### src/rtl/vint_redir_pkg.sv
`timescale 1ns/1ps
package vint_redir_pkg;
  localparam int unsigned VEC_W    = 6;
  localparam int unsigned MASK_BIT = 16;
  localparam int unsigned TRIG_BIT = 15;
  localparam int unsigned POL_BIT  = 13;
  localparam int unsigned LO_BASE  = 16;     // word of input 0 low entry
  localparam int unsigned OFS_SEL  = 'h800;
  localparam int unsigned OFS_WIN  = 'h810;
  localparam int unsigned OFS_EOI  = 'h840;

  // stored destination word -> 32-bit target address
  function automatic logic [31:0] dest_unswizzle(input logic [31:0] d);
    return ((d << 4) & 32'h0FF0_0000) | ((d >> 12) & 32'h000F_F000) | 32'hF000_0000;
  endfunction

  // target address -> stored destination word
  function automatic logic [31:0] dest_swizzle(input logic [31:0] a);
    return ((a & 32'h0FF0_0000) >> 4) | ((a & 32'h000F_F000) << 12);
  endfunction
endpackage

### src/rtl/vint_redir_regs.sv
`timescale 1ns/1ps
module vint_redir_regs
  import vint_redir_pkg::*;
#(
  parameter int unsigned N_IN      = 4,
  parameter int unsigned TBL_WORDS = 32,
  parameter int unsigned ADDR_W    = 12,
  parameter int unsigned VEC_BASE  = 2,
  parameter logic [31:0] DEF_CPU   = 32'hFFFA_0000
) (
  input  logic                         clk,
  input  logic                         rst_n,
  input  logic                         reg_wr,
  input  logic                         reg_rd,
  input  logic [ADDR_W-1:0]            reg_addr,
  input  logic [31:0]                  reg_wdata,
  output logic [31:0]                  reg_rdata,
  output logic                         eoi_stb,
  output logic [31:0]                  eoi_val,
  output logic [N_IN-1:0]              ent_live,
  output logic [N_IN-1:0][VEC_W-1:0]   ent_vec,
  output logic [N_IN-1:0][63:0]        ent_route
);
  localparam int unsigned IDX_W = $clog2(TBL_WORDS);
  localparam logic [ADDR_W-1:0] A_SEL = ADDR_W'(OFS_SEL);
  localparam logic [ADDR_W-1:0] A_WIN = ADDR_W'(OFS_WIN);
  localparam logic [ADDR_W-1:0] A_EOI = ADDR_W'(OFS_EOI);
  localparam logic [31:0] VERSION = (32'(TBL_WORDS) << 16) | 32'd1;

  function automatic logic [31:0] rst_word(input int unsigned k);
    if (k >= LO_BASE && k < LO_BASE + 2 * N_IN) begin
      if (((k - LO_BASE) % 2) == 0)
        return (32'd1 << MASK_BIT) | (32'd1 << TRIG_BIT) | (32'd1 << POL_BIT) |
               32'((k - LO_BASE) / 2 + VEC_BASE);
      else
        return dest_swizzle(DEF_CPU);
    end
    return 32'd0;
  endfunction

  logic [TBL_WORDS-1:0][31:0] tbl_q;
  logic [31:0]                sel_q;
  logic [31:0]                rdata_q, rdata_n;
  logic                       sel_we, win_we, sel_ok;
  logic [IDX_W-1:0]           idx;

  // decode
  always_comb begin
    sel_ok  = sel_q < 32'(TBL_WORDS);
    idx     = sel_q[IDX_W-1:0];
    sel_we  = reg_wr && (reg_addr == A_SEL);
    win_we  = reg_wr && (reg_addr == A_WIN) && sel_ok;
    eoi_stb = reg_wr && (reg_addr == A_EOI);
    eoi_val = reg_wdata;
  end

  // read mux
  always_comb begin
    rdata_n = 32'd0;
    if (reg_addr == A_SEL) begin
      rdata_n = sel_q;
    end else if (reg_addr == A_WIN) begin
      if (sel_q == 32'd1)  rdata_n = VERSION;
      else if (sel_ok)     rdata_n = tbl_q[idx];
    end
  end

  always_ff @(posedge clk or negedge rst_n) begin
    if (!rst_n) begin
      sel_q   <= 32'd0;
      rdata_q <= 32'd0;
      for (int w = 0; w < TBL_WORDS; w++) tbl_q[w] <= rst_word(w);
    end else begin
      if (sel_we) sel_q   <= reg_wdata;
      if (reg_rd) rdata_q <= rdata_n;
      if (win_we) tbl_q[idx] <= reg_wdata;
    end
  end

  assign reg_rdata = rdata_q;

  // per-input decoded entry view
  for (genvar i = 0; i < N_IN; i++) begin : g_ent
    localparam int unsigned LW = LO_BASE + 2 * i;
    assign ent_vec[i]   = tbl_q[LW][VEC_W-1:0];
    assign ent_live[i]  = !tbl_q[LW][MASK_BIT] && (tbl_q[LW+1] != 32'd0);
    assign ent_route[i] = {32'hFFFF_FFFF, dest_unswizzle(tbl_q[LW+1])};
  end
endmodule

### src/rtl/vint_redir_pend.sv
`timescale 1ns/1ps
module vint_redir_pend
  import vint_redir_pkg::*;
#(
  parameter int unsigned N_IN   = 4,
  parameter int unsigned N_SLOT = 8
) (
  input  logic                       clk,
  input  logic                       rst_n,
  input  logic [N_SLOT-1:0]          slot_irq,
  input  logic [N_IN-1:0]            ent_live,
  input  logic [N_IN-1:0][VEC_W-1:0] ent_vec,
  input  logic                       eoi_stb,
  input  logic [31:0]                eoi_val,
  input  logic [N_IN-1:0]            grant,
  output logic [N_IN-1:0]            pending,
  output logic [N_IN-1:0]            req
);
  function automatic logic [N_SLOT-1:0] slot_mask(input int unsigned inp);
    logic [N_SLOT-1:0] m;
    m = '0;
    for (int s = 0; s < N_SLOT; s++) if ((s % N_IN) == inp) m[s] = 1'b1;
    return m;
  endfunction

  logic [N_IN-1:0] lvl, lvl_q, pend_q, pend_n, req_q, req_n;
  logic [N_IN-1:0] rise, fall, eoi_hit;

  for (genvar i = 0; i < N_IN; i++) begin : g_in
    localparam logic [N_SLOT-1:0] SMASK = slot_mask(i);
    assign lvl[i]     = |(slot_irq & SMASK);
    assign rise[i]    = lvl[i] && !lvl_q[i];
    assign fall[i]    = !lvl[i] && lvl_q[i];
    assign eoi_hit[i] = eoi_stb && (eoi_val == 32'(ent_vec[i]));
  end

  always_comb begin
    pend_n = pend_q;
    req_n  = req_q;
    for (int i = 0; i < N_IN; i++) begin
      if (rise[i] && ent_live[i])  pend_n[i] = 1'b1;
      else if (fall[i])            pend_n[i] = 1'b0;
      else if (eoi_hit[i])         pend_n[i] = 1'b0;
      if (rise[i] && ent_live[i] && !pend_q[i]) req_n[i] = 1'b1;
      else if (grant[i])                        req_n[i] = 1'b0;
    end
  end

  always_ff @(posedge clk or negedge rst_n) begin
    if (!rst_n) begin
      lvl_q  <= '0;
      pend_q <= '0;
      req_q  <= '0;
    end else begin
      lvl_q  <= lvl;
      pend_q <= pend_n;
      req_q  <= req_n;
    end
  end

  assign pending = pend_q;
  assign req     = req_q;
endmodule

### src/rtl/vint_redir_msgq.sv
`timescale 1ns/1ps
module vint_redir_msgq
  import vint_redir_pkg::*;
#(
  parameter int unsigned N_IN = 4
) (
  input  logic                       clk,
  input  logic                       rst_n,
  input  logic [N_IN-1:0]            req,
  input  logic [N_IN-1:0][VEC_W-1:0] ent_vec,
  input  logic [N_IN-1:0][63:0]      ent_route,
  input  logic                       msg_ready,
  output logic [N_IN-1:0]            grant,
  output logic                       msg_valid,
  output logic [63:0]                msg_addr,
  output logic [31:0]                msg_data
);
  logic             valid_q, load, found;
  logic [63:0]      addr_q, addr_n;
  logic [31:0]      data_q, data_n;
  logic [N_IN-1:0]  pick;

  // lowest-numbered request wins
  always_comb begin
    found  = 1'b0;
    pick   = '0;
    addr_n = 64'd0;
    data_n = 32'd0;
    for (int i = N_IN - 1; i >= 0; i--) begin
      if (req[i]) begin
        found  = 1'b1;
        pick   = '0;
        pick[i] = 1'b1;
        addr_n = ent_route[i];
        data_n = 32'(ent_vec[i]);
      end
    end
    load  = !valid_q || msg_ready;
    grant = (load && found) ? pick : '0;
  end

  always_ff @(posedge clk or negedge rst_n) begin
    if (!rst_n) begin
      valid_q <= 1'b0;
      addr_q  <= 64'd0;
      data_q  <= 32'd0;
    end else if (load) begin
      valid_q <= found;
      addr_q  <= addr_n;
      data_q  <= data_n;
    end
  end

  assign msg_valid = valid_q;
  assign msg_addr  = addr_q;
  assign msg_data  = data_q;
endmodule

### src/rtl/vint_redir.sv
`timescale 1ns/1ps
module vint_redir
  import vint_redir_pkg::*;
#(
  parameter int unsigned N_IN      = 4,
  parameter int unsigned N_SLOT    = 8,
  parameter int unsigned TBL_WORDS = 32,
  parameter int unsigned ADDR_W    = 12,
  parameter int unsigned VEC_BASE  = 2,
  parameter logic [31:0] DEF_CPU   = 32'hFFFA_0000
) (
  input  logic              clk,
  input  logic              rst_n,
  input  logic              reg_wr,
  input  logic              reg_rd,
  input  logic [ADDR_W-1:0] reg_addr,
  input  logic [31:0]       reg_wdata,
  output logic [31:0]       reg_rdata,
  input  logic [N_SLOT-1:0] slot_irq,
  output logic [N_IN-1:0]   irq_pending,
  output logic              msg_valid,
  input  logic              msg_ready,
  output logic [63:0]       msg_addr,
  output logic [31:0]       msg_data
);
  logic [1:0]                 rst_sync_q;
  logic                       rst_sync_n;
  logic                       eoi_stb;
  logic [31:0]                eoi_val;
  logic [N_IN-1:0]            ent_live, req_w, grant_w;
  logic [N_IN-1:0][VEC_W-1:0] ent_vec;
  logic [N_IN-1:0][63:0]      ent_route;

  // asynchronous assert, synchronous release
  always_ff @(posedge clk or negedge rst_n) begin
    if (!rst_n) rst_sync_q <= 2'b00;
    else        rst_sync_q <= {rst_sync_q[0], 1'b1};
  end
  assign rst_sync_n = rst_sync_q[1];

  vint_redir_regs #(
    .N_IN(N_IN), .TBL_WORDS(TBL_WORDS), .ADDR_W(ADDR_W),
    .VEC_BASE(VEC_BASE), .DEF_CPU(DEF_CPU)
  ) u_regs (
    .clk(clk), .rst_n(rst_sync_n),
    .reg_wr(reg_wr), .reg_rd(reg_rd), .reg_addr(reg_addr),
    .reg_wdata(reg_wdata), .reg_rdata(reg_rdata),
    .eoi_stb(eoi_stb), .eoi_val(eoi_val),
    .ent_live(ent_live), .ent_vec(ent_vec), .ent_route(ent_route)
  );

  vint_redir_pend #(.N_IN(N_IN), .N_SLOT(N_SLOT)) u_pend (
    .clk(clk), .rst_n(rst_sync_n), .slot_irq(slot_irq),
    .ent_live(ent_live), .ent_vec(ent_vec),
    .eoi_stb(eoi_stb), .eoi_val(eoi_val), .grant(grant_w),
    .pending(irq_pending), .req(req_w)
  );

  vint_redir_msgq #(.N_IN(N_IN)) u_msgq (
    .clk(clk), .rst_n(rst_sync_n), .req(req_w),
    .ent_vec(ent_vec), .ent_route(ent_route), .msg_ready(msg_ready),
    .grant(grant_w), .msg_valid(msg_valid),
    .msg_addr(msg_addr), .msg_data(msg_data)
  );
endmodule

### config.mk
export PLATFORM = sky130hd
export DESIGN_NAME = vint_redir
export DESIGN_NICKNAME = d
export VERILOG_FILES = /design/src/rtl/vint_redir_pkg.sv /design/src/rtl/vint_redir_regs.sv /design/src/rtl/vint_redir_pend.sv /design/src/rtl/vint_redir_msgq.sv /design/src/rtl/vint_redir.sv
export SDC_FILE = /design/constraint.sdc
export NUM_CORES = 2
export LEC_CHECK = 0
export ABC_AREA = 1
export BUFFER_PORTS_ARGS = -buffer_cell sky130_fd_sc_hd__buf_2
export CAP_MARGIN = 20
export CORE_MARGIN = 3
export CORE_UTILIZATION = 60
export CTS_BUF_LIST = sky130_fd_sc_hd__clkbuf_8
export CTS_CLUSTER_SIZE = 16
export DETAILED_ROUTE_END_ITERATION = 16
export HOLD_SLACK_MARGIN = 0.1
export PLACE_DENSITY = 0.77
export SLEW_MARGIN = 10
export SYNTH_ARGS = -nofsm -noshare
export SYNTH_HDL_FRONTEND = slang
export SYNTH_SLANG_ARGS = --single-unit
export TNS_END_PERCENT = 30
### constraint.sdc
create_clock -name clk -period 42.2 [get_ports clk]
set_clock_uncertainty 0.1 [all_clocks]
set_input_delay 8.44 -clock clk [delete_from_list [all_inputs] [get_ports clk]]
set_output_delay 8.44 -clock clk [all_outputs]
set_load 0.02 [all_outputs]
* Word level (Yosys, flattened, before mapping) *
Cells that the tools add are included.

storage, ports and cells
  register bits = 1199
  output and inout port bits = 133
  input port bits = 57

cells by class
  multiplexer cells = 46
  bitwise gates (word level) = 4
  reduce and logical (&&, ||, !) cells = 64
  order comparisons = 3
  equality and inequality tests = 8

operators with widths
  kind                  count
  $bwmux 1024           1
  $mux 64               4
  $mux 32               6
  $bmux 32 s5           1
  $demux 32 s5          1
  $eq 32x6->1           4
  $reduce_bool 32->1    4
  $or 28x20->28         4
  $eq 12x12->1 const B  3
  $eq 32x1->1 const B   1
  $lt 32x6->1 const B   1
  $logic_and 1x1->1     30
  $mux 1                24
  $mux 6                4
  $mux 4                5
  $logic_not 1->1       17
  $reduce_bool 3->1     4
  $reduce_bool 2->1     4
  $reduce_or 2->1       4
  $lt 5x6->1 const B    1
  $ge 5x1->1 const B    1
  $logic_or 1x1->1      1

* Longest topological paths before layout *
  depth after elaboration = 8
  mapped depth = 14
  mapped depth without buffers = 12

* Hierarchy *
Synthesis repeated with hierarchy kept, for this count alone.

unflattened totals
  cells, all modules = 6625
  area total of the unflattened synthesis = 55375.6 µm²

by module, submodules not included
  module           instances  area an instance (µm²)  cells an instance
  vint_redir_regs  1          48876.9                 5490
  vint_redir_msgq  1          5392.7                  942
  vint_redir_pend  1          1052.3                  190
  vint_redir       1          53.8                    3

* Least setup slack after synthesis *
OpenSTA, ideal clock, no wires.

  path type = input to register
  start = input port reg_addr[1]
  end = register u_regs.tbl_q[784] in the netlist's numbering
  path buffers = 2
  required time = 41.964 ns
  arrival time = 9.697 ns
  path slack = 32.266 ns
  stages = 10
  cell sequence = nor2_1 -> nand2_1 -> nor2_1 -> nand3_2 -> nor2_8 -> buf_12 -> nand3_4 -> buf_2 -> nand2_1 -> o21ai_1

on the way
  word-level cells in the longest chain between the ends = 3

ends and longest elaborated chain
  element                          RTL line               text
  from (decl)                      vint_redir.sv:16       input logic [ADDR_W-1:0] reg_addr,
  $eq 12x12->1                     vint_redir_regs.sv:52  win_we = reg_wr && (reg_addr == A_WIN) && sel_ok;
  $logic_and 1x1->1 (2 in a row)   vint_redir_regs.sv:52
  to (signal, indexed assignment)  vint_redir_regs.sv:76  if (win_we) tbl_q[idx] <= reg_wdata;
  to (decl)                        vint_redir_regs.sv:41  logic [TBL_WORDS-1:0][31:0] tbl_q;

No other way between the ends.
A chain may end at the register's enable or synchronous reset.

* Worst setup path in the final report *
  start = input port reg_addr[1]
  end = register u_regs.tbl_q[172] in the netlist's numbering

Same word-level chain as after synthesis.

==> impl_metrics.tcl <==
set metrics [dict create \
    outcome "finished clean" \
    row_count 109 \
    critPathRequiredTime_ns 42.83 \
    hold_depth 0 \
    cts_tree "done" \
    rsz0062_at_grt "false" \
    yosys.cell_types.count 43 \
    yosys.cell_count.top_type "nand2_1" \
    holdCritStartpoint "rst_sync_q[0]$_DFF_PN0_" \
    cts_root_buf "clkbuf_8" \
    cts_hold_buf 0 \
    drv_slew 0 \
    vias 46000 \
    maxCapViolations 0 \
    dieArea_sq_um 93600 \
    grt_pass1_wl_um 254000 \
    r2r-start "u_regs.sel_q[1]$_DFFE_PN0P_" \
    drt_first_iter_violations 5772 \
    drt_pass1_iterations 8 \
    fin_crit_sh_pct 25.9 \
    cp.arrival_ns 11.55 \
    m1WireLength_um 65800 \
    ys_ff_latch 1126 \
    drive_gt1_share_pct 11.1 \
    path_cells "buf_2 -> nor2_1 -> nand2_1 -> nor2_1 -> nand3_2 -> nor2_8 -> nand3_4 -> o21ai_1" \
    tightestPinTransition_ns 1.17 \
    core-area_sq_um 88800 \
    synth_common_cells "nand2_1 (1,864), nor2_1 (1,430), dfrtp_1 (1,068)" \
    hp-class "reg -> reg" \
    dieWidth_um 306 \
    p_leak_nw 28.4 \
    grt_antenna_before_repair 5 \
    synthArstFlopShare_pct 100 \
    wl_met3_um 18100 \
    path_class "in -> reg" \
    tns_ns 0 \
    grt_usage_pct 35.0 \
    wl_per_cell_um 20.6 \
    path_clk_slew_ns 0.06 \
    fillers 7501 \
    power_density_nw_per_um2 37.3 \
    die_h_um 306 \
    viasPerCell 5.83 \
    final_nets 6647 \
    postLayoutCoreUtil_pct 64.1 \
    clock_latency_ns 0.87 \
    synth_top_area_share_pct 49.5 \
    yosysTopAreaCell "dfrtp_1" \
    gp_congestion 0.888 \
    cp_num_buf_inv 1 \
    ir_drop_uv 43.0 \
    setup_violations 0 \
    crit_fanout 64 \
    htree_levels 4 \
    io_pins 190 \
    drc 0 \
    dr.max_layer_used "met5" \
    postRouteAntennaNets 0 \
    grt_overflow_total 0 \
    yosys_warnings 0 \
    max_freq_mhz 91.5 \
    synth_area_sq_um 54000 \
    numCtsBuffers 180 \
    clock_path_buffers 3 \
    rr_endpoint "u_regs.reg_rdata[27]$_DFFE_PN0P_" \
    slowest_stage "nand3_4" \
    port_buffers 151 \
    wl_met2_um 71300 \
    seq_area_frac_synth_pct 52.3 \
    synth_edf_count 0 \
    reg2reg_depth 8 \
    fin_crit_ns 10.92 \
    grt_max_degree 174 \
    hold_end "rst_sync_q[1]$_DFF_PN0_" \
    hold_violations 0 \
    cp-end-kind "flip-flop" \
    syn_inst 6677 \
    cts_setup_buffers 0 \
    reg2reg_slack_ns 37.54 \
    netlist_top_cells_area "dfrtp_1 (50%), nand2_1 (13%), nor2_1 (9.9%)" \
    routed_wl_um 163000 \
    cp-start-kind "primary input" \
    max_stage_delay_ns 1.11 \
    start_util_pct 60.8 \
    ys.flop_type "dfrtp_1" \
    slew_headroom_pct 22.1 \
    dp_hpwl_um 93000 \
    cpMostUsedCell "nor2_1" \
    numClockSinks 1126 \
    grt_pass1_vias 43700 \
    path_delay_family "simple AND/OR/NAND/NOR gates" \
    cts_resized 0 \
    area_growth_pct 5.53 \
    avgSynthCellArea_sq_um 8.08 \
]
## stage by stage
| step | instance area, sq um | worst slack [ns] | hold WS (ns) | cells | total power, mW |
|---|---|---|---|---|---|
| final | 57000 | 31.28 | 0.253 | 7903 | 2.12 |
| after global routing | 57000 | 31.10 | 0.257 | 7903 | 2.18 |
| after CTS | 56900 | 31.36 | 0.256 | 7899 | 2.13 |
| after detailed placement | 53200 | 30.50 | 0.242 | 7571 | 1.18 |
| after global placement | 53200 | 30.55 | 0.238 | 7570 | 1.18 |
| after floorplan | 54100 | 8.49 | 0.231 | 6714 | 1.16 |
## cell families (layout without fill, tap and decap cells)
| family | count (synthesis) | after routing | synth area share (%) |
|---|---|---|---|
| xor gates and xnor gates | 12 | 12 | 0.195 |
| other | 2 | 41 | 0.0139 |
| buffers and inverters | 779 | 801 | 8.73 |
| and+or+nand+nor | 3460 | 3460 | 25.5 |
| AOI/OAI and AO/OA | 1298 | 1298 | 13.2 |
| DFF | 1126 | 1126 | 52.3 |
## placed cells by master, fill, tap and decap left out, drive strengths merged, types with 16 or more instances in the layout
cell type and count:
dfrtp 1068, o22ai 26, nor3 16, inv 318, nand4 25, buf 234, dfstp 58, nand2 1868
o21ai 1153, nand3 85, a21oi 86, nor2 1435, conb 39, nor4 28, clkinv 17, clkbuf 226
## routing by layer
layer | global-route usage [%] | vias to the layer above
li1 | - | 21000
met1 | 48.3 | 21900
met2 | 52.8 | 2634
met3 | 7.80 | 476
met4 | 17.2 | 4
met5 | 0 | -
## flip-flops by register name, indices dropped and copies added (netlist names)
name	flops
u_pend.pending	4
u_regs.sel_q	32
u_regs.ent_vec	24
u_msgq.msg_data	6
u_msgq.msg_addr	17
u_regs.tbl_q	1000
rst_sync_q	2
u_msgq.msg_valid	1
u_pend.req	4
u_pend.lvl_q	4
u_regs.reg_rdata	32
## worst register-to-register path: cells and delay by family (launching register included)
kind	cells	cell delay (ns)
buffers and inverters	3	1.42
and+or+nand+nor	4	1.83
DFF	1	1.00
AOI/OAI and AO/OA	1	0.24
## layout make-up
class / count / area [sq um] / share of cell area, %
Antenna cell: 2 / 5.00 / 0.00879
Clock buffer: 226 / 3110 / 5.46
Clock inverter: 102 / 587 / 1.03
Inverter: 239 / 917 / 1.61
Multi-Input combinational cell: 4809 / 21200 / 37.2
Sequential cell: 1126 / 28300 / 49.6
Tap cell: 1165 / 1460 / 2.56
Timing Repair Buffer: 234 / 1440 / 2.54
## worst max path at each step
| stage | depth (start not counted) | to | slack [ns] | startpoint |
|---|---|---|---|---|
| 2_1_floorplan | 0 | u_msgq.msg_addr[12]$_DFFE_PN0P_ | 8.49 | rst_sync_q[1]$_DFF_PN0_ |
| 3_3_place_gp | 9 | u_regs.tbl_q[27]$_DFFE_PN0P_ | 30.55 | reg_addr[1] |
| 3_5_place_dp | 8 | u_regs.tbl_q[818]$_DFFE_PN0P_ | 30.50 | reg_addr[1] |
| 4_1_cts | 9 | u_regs.tbl_q[1001]$_DFFE_PN0P_ | 31.36 | reg_addr[1] |
| 5_1_grt | 9 | u_regs.tbl_q[187]$_DFFE_PN0P_ | 31.10 | reg_addr[1] |
| 6_report | 8 | u_regs.tbl_q[172]$_DFFE_PN0P_ | 31.28 | reg_addr[1] |
## power by group
part	internal (mW)	total, mW	switching (mW)
Clock	0.509	0.959	0.451
Combinational	0.0120	0.0756	0.0635
Sequential	1.08	1.09	0.00454
Total	1.60	2.12	0.519
Power figures use the tool's default switching activity.
